File: src/rtl/sf_fmt_pkg.sv
package sf_fmt_pkg;

  typedef enum logic [1:0] {
    ST_IDLE,
    ST_SHIFT,
    ST_LATCH,
    ST_DONE
  } fmtState_t;

  // strobes and indices handed from control to datapath each cycle
  typedef struct packed {
    logic        shift;
    logic        latch;
    logic        done;
    logic        swap;
    logic [15:0] pos;
    logic [15:0] line;
    logic [2:0]  subfield;
  } fmtCtl_t;

endpackage

File: src/rtl/sf_fmt_ctrl.sv
module sf_fmt_ctrl
  import sf_fmt_pkg::*;
#(
  parameter int CHAIN = 16,
  parameter int LW    = 2
) (
  input  logic          clk,
  input  logic          rstN,
  input  logic          lineReq,
  input  logic [2:0]    reqSubfield,
  input  logic [LW-1:0] reqLine,
  input  logic          frameSwap,
  output fmtCtl_t       ctl,
  output logic          busy
);

  localparam logic [15:0] LAST_POS = 16'(CHAIN - 1);

  fmtState_t   state;
  logic [15:0] pos;
  logic [15:0] lineReg;
  logic [2:0]  sfReg;
  logic        swapPend;

  always_ff @(posedge clk) begin
    if (!rstN) begin
      state   <= ST_IDLE;
      pos     <= '0;
      lineReg <= '0;
      sfReg   <= '0;
    end else begin
      unique case (state)
        ST_IDLE: if (lineReq) begin
          state   <= ST_SHIFT;
          pos     <= '0;
          sfReg   <= reqSubfield;
          lineReg <= 16'(reqLine);
        end
        ST_SHIFT: begin
          pos <= pos + 16'd1;
          if (pos == LAST_POS) state <= ST_LATCH;
        end
        ST_LATCH: state <= ST_DONE;
        ST_DONE:  state <= ST_IDLE;
        default:  state <= ST_IDLE;
      endcase
    end
  end

  // a swap waits for the idle state between lines
  always_ff @(posedge clk) begin
    if (!rstN)          swapPend <= 1'b0;
    else if (ctl.swap)  swapPend <= 1'b0;
    else if (frameSwap) swapPend <= 1'b1;
  end

  always_comb begin
    ctl.shift    = (state == ST_SHIFT);
    ctl.latch    = (state == ST_LATCH);
    ctl.done     = (state == ST_DONE);
    ctl.swap     = (state == ST_IDLE) && (swapPend || frameSwap);
    ctl.pos      = pos;
    ctl.line     = lineReg;
    ctl.subfield = sfReg;
  end

  assign busy = (state != ST_IDLE);

  p_req_hold_r7: assert property (@(posedge clk) disable iff (!rstN)
    (state != ST_IDLE) |=> ($stable(sfReg) && $stable(lineReg)));

  p_pos_bound_r2: assert property (@(posedge clk) disable iff (!rstN)
    (state == ST_SHIFT) |-> (pos <= LAST_POS));

  p_pend_keep_r9: assert property (@(posedge clk) disable iff (!rstN)
    (swapPend && state != ST_IDLE) |=> swapPend);

endmodule

File: src/rtl/sf_fmt_data.sv
module sf_fmt_data
  import sf_fmt_pkg::*;
#(
  parameter int CELLS = 12,
  parameter int LINES = 4,
  parameter int CHAIN = 16,
  parameter int LW    = 2,
  parameter int CW    = 4
) (
  input  logic          clk,
  input  logic          rstN,
  input  fmtCtl_t       ctl,
  input  logic          wrValid,
  input  logic [LW-1:0] wrLine,
  input  logic [CW-1:0] wrCell,
  input  logic [7:0]    wrCode,
  output logic          colData,
  output logic          colShift,
  output logic          colLatch,
  output logic          colBlank,
  output logic          lineDone
);

  localparam int DEPTH = LINES * CELLS;
  localparam int AW    = (DEPTH > 1) ? $clog2(DEPTH) : 1;

  logic [7:0]    store [2][DEPTH];
  logic          frontBank;
  logic          inRange;
  logic [AW-1:0] rdAddr;
  logic [AW-1:0] wrAddr;
  logic [7:0]    rdCode;
  logic [2:0]    bitSel;
  logic          nextBit;

  generate
    if (CHAIN > CELLS) begin : g_pad
      assign inRange = (ctl.pos < 16'(CELLS));
    end else begin : g_nopad
      assign inRange = 1'b1;
    end
  endgenerate

  always_comb begin
    rdAddr  = inRange ? AW'(int'(ctl.line) * CELLS + int'(ctl.pos)) : '0;
    wrAddr  = AW'(int'(wrLine) * CELLS + int'(wrCell));
    rdCode  = store[frontBank][rdAddr];
    bitSel  = 3'd7 - ctl.subfield;
    nextBit = inRange & rdCode[bitSel];
  end

  always_ff @(posedge clk) begin
    if (wrValid) store[~frontBank][wrAddr] <= wrCode;
  end

  always_ff @(posedge clk) begin
    if (!rstN) begin
      frontBank <= 1'b0;
      colData   <= 1'b0;
      colShift  <= 1'b0;
      colLatch  <= 1'b0;
      colBlank  <= 1'b0;
      lineDone  <= 1'b0;
    end else begin
      if (ctl.swap) frontBank <= ~frontBank;
      colData  <= ctl.shift ? nextBit : 1'b0;
      colShift <= ctl.shift;
      colLatch <= ctl.latch;
      colBlank <= ctl.shift | ctl.latch;
      lineDone <= ctl.done;
    end
  end

  p_latch_follows_r5: assert property (@(posedge clk) disable iff (!rstN)
    $fell(colShift) |-> colLatch);

  p_done_follows_r5: assert property (@(posedge clk) disable iff (!rstN)
    colLatch |=> (lineDone && !colLatch));

  p_strobes_apart_r5: assert property (@(posedge clk) disable iff (!rstN)
    !(colShift && colLatch));

  p_blank_cover_r6: assert property (@(posedge clk) disable iff (!rstN)
    (colShift || colLatch) |-> colBlank);

  p_swap_quiet_r9: assert property (@(posedge clk) disable iff (!rstN)
    !$stable(frontBank) |-> (!colBlank && !colShift));

endmodule

File: src/rtl/subfield_plane_fmt.sv
module subfield_plane_fmt
  import sf_fmt_pkg::*;
#(
  parameter int CELLS       = 12,
  parameter int LINES       = 4,
  parameter int DRV_OUTS    = 8,
  parameter int DRV_PER_MOD = 1,
  parameter int MODS        = 2,
  localparam int CHAIN      = DRV_OUTS * DRV_PER_MOD * MODS,
  localparam int LW         = (LINES > 1) ? $clog2(LINES) : 1,
  localparam int CW         = (CELLS > 1) ? $clog2(CELLS) : 1
) (
  input  logic          clk,
  input  logic          rstN,
  input  logic          wrValid,
  input  logic [LW-1:0] wrLine,
  input  logic [CW-1:0] wrCell,
  input  logic [7:0]    wrCode,
  input  logic          frameSwap,
  input  logic          lineReq,
  input  logic [2:0]    reqSubfield,
  input  logic [LW-1:0] reqLine,
  output logic          colData,
  output logic          colShift,
  output logic          colLatch,
  output logic          colBlank,
  output logic          lineDone,
  output logic          busy
);

  fmtCtl_t ctl;

  sf_fmt_ctrl #(.CHAIN(CHAIN), .LW(LW)) u_ctrl (
    .clk(clk), .rstN(rstN), .lineReq(lineReq), .reqSubfield(reqSubfield),
    .reqLine(reqLine), .frameSwap(frameSwap), .ctl(ctl), .busy(busy)
  );

  sf_fmt_data #(.CELLS(CELLS), .LINES(LINES), .CHAIN(CHAIN), .LW(LW), .CW(CW)) u_data (
    .clk(clk), .rstN(rstN), .ctl(ctl), .wrValid(wrValid), .wrLine(wrLine),
    .wrCell(wrCell), .wrCode(wrCode), .colData(colData), .colShift(colShift),
    .colLatch(colLatch), .colBlank(colBlank), .lineDone(lineDone)
  );

endmodule

File: config.mk
export PLATFORM = sky130hd
export DESIGN_NAME = subfield_plane_fmt
export DESIGN_NICKNAME = d
export VERILOG_FILES = /design/src/rtl/sf_fmt_pkg.sv /design/src/rtl/sf_fmt_ctrl.sv /design/src/rtl/sf_fmt_data.sv /design/src/rtl/subfield_plane_fmt.sv
export SDC_FILE = /design/constraint.sdc
export NUM_CORES = 1
export LEC_CHECK = 0
export BUFFER_PORTS_ARGS = -buffer_cell sky130_fd_sc_hd__buf_2
export CORE_AREA = 2 2 285 287
export DETAILED_ROUTE_END_ITERATION = 12
export DIE_AREA = 0 0 287 289
export SYNTH_ARGS = -nofsm -noshare
export SYNTH_HDL_FRONTEND = slang
export SYNTH_SLANG_ARGS = --single-unit
File: constraint.sdc
create_clock -name clk -period 4.79 [get_ports clk]
set_input_delay 0.2395 -clock clk [delete_from_list [all_inputs] [get_ports clk]]
set_output_delay 0.2395 -clock clk [all_outputs]
set_load 0.05 [all_outputs]
Word-level counts from Yosys, hierarchy flattened:

Memory sizes are Yosys's and may differ from the RTL's. A register that Yosys moved wholly into a read port is not among the register bits.
Cells that the tools add are included.

* multipliers: 2
* $add $sub $neg: 4
* equal/unequal tests: 6
* mux-type cells: 17
* reductions and logical operators: 11
* bitwise logic cells: 6
* magnitude comparators: 5

Operator list (count)
* 384-bit 2-to-1 mux: 1
* 8-bit binary-select mux with 6-bit select: 1
* 8-bit demux with 6-bit select: 1
* 16-bit one-hot mux with 2 select lines: 1
* 8-bit 2-to-1 mux: 3
* 16-bit by 1-bit adder with 16-bit output (second input constant): 1
* 16-bit by 4-bit == test with 1-bit output (second input constant): 1
* 16-bit by 4-bit less-than comparator with 1-bit output (second input constant): 1
* 16-bit 2-to-1 mux: 1
* 7-bit greater-or-equal comparator (second input constant): 2
* 6-bit inverter with 7-bit output: 2
* 2-bit by 2-bit multiplier with 4-bit output (second input constant): 2
* 2-bit one-hot mux with 4 select lines: 1
* 2-bit AND reduction: 4
* 7-bit by 1-bit less-than comparator with 1-bit output (second input constant): 1
* 6-bit by 5-bit adder with 6-bit output: 1
* 6-bit adder: 1
* 6-bit 2-to-1 mux: 1
* 2-bit == test (second input constant): 2
* 3-bit by 4-bit less-than comparator with 1-bit output (second input constant): 1
* 1-bit 2-to-1 mux: 4
* 2-bit 2-to-1 mux: 2
* 2-bit != test (second input constant): 2
* 2-bit nonzero test: 2
* 10 further kinds: 12

* bits of input ports: 24
* RAM bits: 768
* word-level logic and storage cells: 63
* flip-flop bits (word level): 30
* memories: 1

Memories
* u_data.store: depth 2, width 384, rd ports 1, clocked after memory_dff 1, write ports 1, RTL line sf_fmt_data.sv:27 `logic [7:0] store [2][DEPTH];`

Longest topological paths before layout:

* depth after elaboration: 10
* mapped depth: 15

Modules after synthesis:

From an unflattened synthesis, not the netlist that was laid out.

* cell total of the unflattened synthesis: 2113
* area, all modules: 32786.4 sq um

Modules (own cells, without submodules)
* sf_fmt_data: times used 1, cells an instance 1960, area an instance 31512.7 sq um
* sf_fmt_ctrl: times used 1, cells an instance 153, area an instance 1273.7 sq um

Worst setup path after synthesis:

OpenSTA, ideal clock, no wires.

* path type: register -> register
* from: register u_ctrl.lineReg[0]
* to: register u_data.colData
* cell stages (with the launch flop): 13
* required time: 4.698 ns
* setup slack: 1.753 ns
* path buffers: 0
* period minus slack after synthesis: 3.037 ns
* arrival time: 2.945 ns
* cells stage by stage: dfxtp_1 > inv_1 > ha_1 > inv_1 > fa_1 > inv_1 > a21oi_1 > nor2_1 > a211oi_1 > or4b_2 > nand3_1 > a32oi_1 > o32ai_1

* word-level cells in the longest chain between the ends: 10

Ends and longest elaborated chain
* start, declared: RTL line sf_fmt_ctrl.sv:21 `logic [15:0] lineReg;`
* start signal, assigned: RTL line sf_fmt_ctrl.sv:37 `lineReg <= 16'(reqLine);`
* 2-bit by 2-bit multiplier with 4-bit output: RTL line sf_fmt_data.sv:45 `rdAddr = inRange ? AW'(int'(ctl.line) * CELLS + int'(ctl.pos)) : '0;`
* 6-bit adder: RTL line sf_fmt_data.sv:45
* 6-bit 2-to-1 mux: RTL line sf_fmt_data.sv:45
* 6-bit inverter with 7-bit output (not written as such): RTL line sf_fmt_data.sv:47 `rdCode = store[frontBank][rdAddr];`
* 8-bit binary-select mux with 6-bit select: RTL line sf_fmt_data.sv:47
* 8-bit 2-to-1 mux (not written as such) (2 in series): RTL line sf_fmt_data.sv:47
* 1-bit binary-select mux with 3-bit select: RTL line sf_fmt_data.sv:49 `nextBit = inRange & rdCode[bitSel];`
* 1-bit 2-to-1 mux (not written as such): RTL line sf_fmt_data.sv:49
* 1-bit bitwise AND: RTL line sf_fmt_data.sv:49
* end signal, assigned: RTL line sf_fmt_data.sv:66 `colData <= ctl.shift ? nextBit : 1'b0;`
* end, declared: RTL line sf_fmt_data.sv:17 `output logic colData,`

Every way passes these cells. The select of a mux whose other input is x is not followed.
A chain may end at the register's enable or synchronous reset.

Worst setup path in the final report:

* from: register u_ctrl.pos[5]
* to: register u_data.colData

* word-level cells in the longest chain between the ends: 9
* elaborated cells between the ends (all ways): 10
* those cells by class: add/sub: 1; order compare: 1; mux: 6; bitwise: 2

Ends and longest elaborated chain
* start, declared: RTL line sf_fmt_ctrl.sv:20 `logic [15:0] pos;`
* start signal, assigned: RTL line sf_fmt_ctrl.sv:40 `pos <= pos + 16'd1;`
* 16-bit by 4-bit less-than comparator with 1-bit output or 6-bit adder (tied branches): RTL line sf_fmt_data.sv:38, sf_fmt_data.sv:45
* 6-bit 2-to-1 mux: RTL line sf_fmt_data.sv:45
* 6-bit inverter with 7-bit output (not written as such): RTL line sf_fmt_data.sv:47
* 8-bit binary-select mux with 6-bit select: RTL line sf_fmt_data.sv:47
* 8-bit 2-to-1 mux (not written as such) (2 in series): RTL line sf_fmt_data.sv:47
* 1-bit binary-select mux with 3-bit select: RTL line sf_fmt_data.sv:49
* 1-bit 2-to-1 mux (not written as such): RTL line sf_fmt_data.sv:49
* 1-bit bitwise AND *: RTL line sf_fmt_data.sv:49

Mark *: on every way between the ends. The rest lies on a longest branch, timed or not. The select of a mux whose other input is x is not followed.

==> impl_metrics.json <==
{
  "final_area_um2": 35900,
  "path_common_cell": "nand4_1",
  "area_growth_pct": 13.2,
  "ys_async_sr_fraction_pct": 0,
  "critical_path_class": "reg2reg",
  "end_kind": "flop",
  "min_path_type": "in2reg",
  "cts_resized": 0,
  "synth_cells": 1694,
  "cts_buffer_depth": 3,
  "critPathMaxStageDelay_ps": 830,
  "pin_count": 30,
  "core-area_um2": 79900,
  "vias": 16700,
  "crit_end": "u_data.colData",
  "drv_cap": 0,
  "cts_hold_buf": 10,
  "grt_overflow": 0,
  "clk_pin_slew_ps": 60,
  "synth_seq_cells": 799,
  "min_period_over_period_pct": 86.9,
  "grt_start_max_net_pins": 97,
  "drc": 0,
  "synth_area_leaders": "edfxtp_1 (73%), mux4_2 (13%), dfxtp_1 (2.0%), nor2_1 (1.6%), nand2_1 (1.4%)",
  "cts.sinks": 799,
  "fin_nets": 1812,
  "postRouteAntennaNets": 0,
  "synth-edff-count": 768,
  "synth.yosys.seq_area_share_pct": 74.8,
  "initial_core_util_pct": 39.6,
  "yosysTopAreaCell": "edfxtp_1",
  "path_cells": "nor4_2, nand4_1, nor2_2, nor2_1, a2111oi_0, nand4_1, o311a_1, a32oi_1, o32ai_1",
  "synth_cell_types": 61,
  "ys.flop_type": "edfxtp_1",
  "place_congestion": 0.885,
  "cp-startpoint": "u_ctrl.pos[5]",
  "fin_skew_ps": 24.2,
  "track_usage_pct": 19.2,
  "viasPerCell": 5.77,
  "rrSetupSlack_ps": 630,
  "dpl.hpwl_um": 49600,
  "num_rows": 104,
  "power.density_nw_per_um2": 494,
  "final_common_cell": "edfxtp_1",
  "startpoint_type": "flop",
  "post_drt_wl_per_cell_um": 27.2,
  "crit_path_max_fanout": 14,
  "slew_headroom_pct": 25.4,
  "post-cts-setup-buffer-count": 0,
  "cp_slowest_cell": "nor2_2",
  "dieArea_um2": 82900,
  "grt_pass1_wl_um": 115000,
  "clock.fmax_mhz": 240,
  "root_buffer": "clkbuf_16",
  "cts_tree": "built",
  "mostFrequentLayoutCells": "edfxtp_1 (768), mux4_2 (179), nor2_1 (136)",
  "outcome": "finished, final reports clean",
  "syn_area_per_cell_um2": 18.7,
  "num_antenna_cells": 0,
  "hold_viol_final": 0,
  "post_dp_cell_area_um2": 33200,
  "slew_violations": 0,
  "ys.warnings.count": 0,
  "tightest_slew_ps": 1120,
  "period_needed_ps": 4160,
  "grt_pass1_vias": 16600,
  "r2r_end": "u_data.colData",
  "port_buffers": 29,
  "regToRegStartpoint": "u_ctrl.pos[5]",
  "antenna_found_initial": 0,
  "synth_top_area_share_pct": 72.8,
  "setup_violations": 0,
  "dieWidth_um": 287,
  "tns_ps": 0,
  "dr.pass1.iters": 6,
  "p_leak_uw": 0.0111,
  "rsz0062_at_grt": "no",
  "rr_worst_depth": 9,
  "cts_buffers": 82,
  "synth_area_um2": 31700,
  "finalWirelength_um": 78800,
  "htree_levels": 3,
  "syn_nets": 1734,
  "drive_gt1_share_pct": 20.6,
  "worst-endpoint-required_ps": 5270,
  "drt-initial-drc-count": 2241,
  "peakVddDrop_uv": 292,
  "cp.arrival_ps": 4640,
  "insertion_delay_ps": 630,
  "die_h_um": 289
}
==> registers in the layout, indices dropped and copies added (netlist names), named ones only <==
| register | flops |
|---|---|
| u_data.store | 768 |
| u_ctrl.pos | 16 |
| u_ctrl.sfReg | 3 |
| u_ctrl.lineReg | 2 |
| u_ctrl.state | 2 |
| u_ctrl.swapPend | 1 |
| u_data.colBlank | 1 |
| u_data.colData | 1 |
| u_data.colLatch | 1 |
| u_data.colShift | 1 |
| u_data.frontBank | 1 |
| u_data.lineDone | 1 |
==> cell usage after synthesis (5+ instances only) <==
| library cell | number |
|---|---|
| nor3_1 | 18 |
| and2_1 | 12 |
| nor2_1 | 138 |
| mux4_2 | 179 |
| nand2b_1 | 9 |
| inv_1 | 14 |
| nand3_1 | 58 |
| o21ai_0 | 17 |
| a32oi_1 | 5 |
| o22ai_1 | 8 |
| nor2b_1 | 11 |
| a211oi_1 | 8 |
| a21oi_1 | 32 |
| edfxtp_1 | 768 |
| a22oi_1 | 7 |
| and3_1 | 10 |
| a2111oi_0 | 9 |
| buf_1 | 16 |
| buf_2 | 29 |
| dfxtp_1 | 31 |
| mux2i_1 | 24 |
| nand2_1 | 120 |
| a21boi_0 | 7 |
| clkbuf_1 | 38 |
| ha_1 | 14 |
| xnor2_1 | 7 |
| nor4_1 | 5 |
| xor2_1 | 12 |
| a31oi_1 | 7 |
| nand4_1 | 20 |
==> cell families after synthesis <==
family,after synthesis,synth area share [%]
AO/OA/AOI/OAI,138,3.01
XOR/XNOR,19,0.525
adder cells (fa/ha/maj),16,0.679
buffers and inverters,98,1.30
flip-flops,799,74.8
multiplexers,206,13.6
AND/OR/NAND/NOR,418,6.12
==> power breakdown <==
group          total (uW)  switching [uW]  internal [uW]
Combinational        3740            2170           1570
Clock                6060            2600           3460
Sequential           7910             159           7750
Total               17700            4930          12800
==> routing by layer <==
layer  GRT usage, %  routed length [um]  up-vias
li1               -                   -     7018
met1           26.9               33100     8807
met2           31.0               37800      730
met3           3.42                5770      131
met4           5.49                2180        0
met5              0                   0        -
==> worst max-delay path, delay by kind of cell (launching register included) <==
family / cells / cell delay [ps]
AND/OR/NAND/NOR: 5 / 2380
AO/OA/AOI/OAI: 4 / 1270
flip-flops: 1 / 380
==> through the flow <==
step | power (uW) | setup slack, ps | util (%) | hold slack, ps | cells
5_1_grt | 18300 | 609 | 44.9 | 17.9 | 2893
2_1_floorplan | 10400 | 1750 | - | 338 | 1694
3_3_place_gp | 11800 | 856 | 41.6 | 477 | 2738
3_5_place_dp | 11800 | 783 | 41.6 | 480 | 2738
6_report | 17700 | 629 | 44.9 | 45.6 | 2893
4_1_cts | 17800 | 783 | 44.9 | 7.16 | 2893
==> layout make-up <==
cell class / instances / area (um^2)
sequential: 799 / 23700
fill: 6901 / 44000
tap: 1060 / 1330
clock buffer: 103 / 2190
inverter: 14 / 52.6
clock inverter: 42 / 332
multi-input combinational: 797 / 7590
timing repair buffer: 78 / 668
==> worst min-delay path by stage <==
stage                   start                  to  slack [ps]  cells past startpoint
finish                   rstN                flop          50                      2
global route             rstN     u_ctrl.sfReg[1]          20                      2
CTS                      rstN     u_ctrl.sfReg[1]           7                      2
detailed placement  frameSwap     u_ctrl.swapPend         480                      2
global placement    frameSwap     u_ctrl.swapPend         480                      2
floorplan           wrCode[0]  u_data.store[0][0]         340                      0
Power figures use the tool's default switching activity.
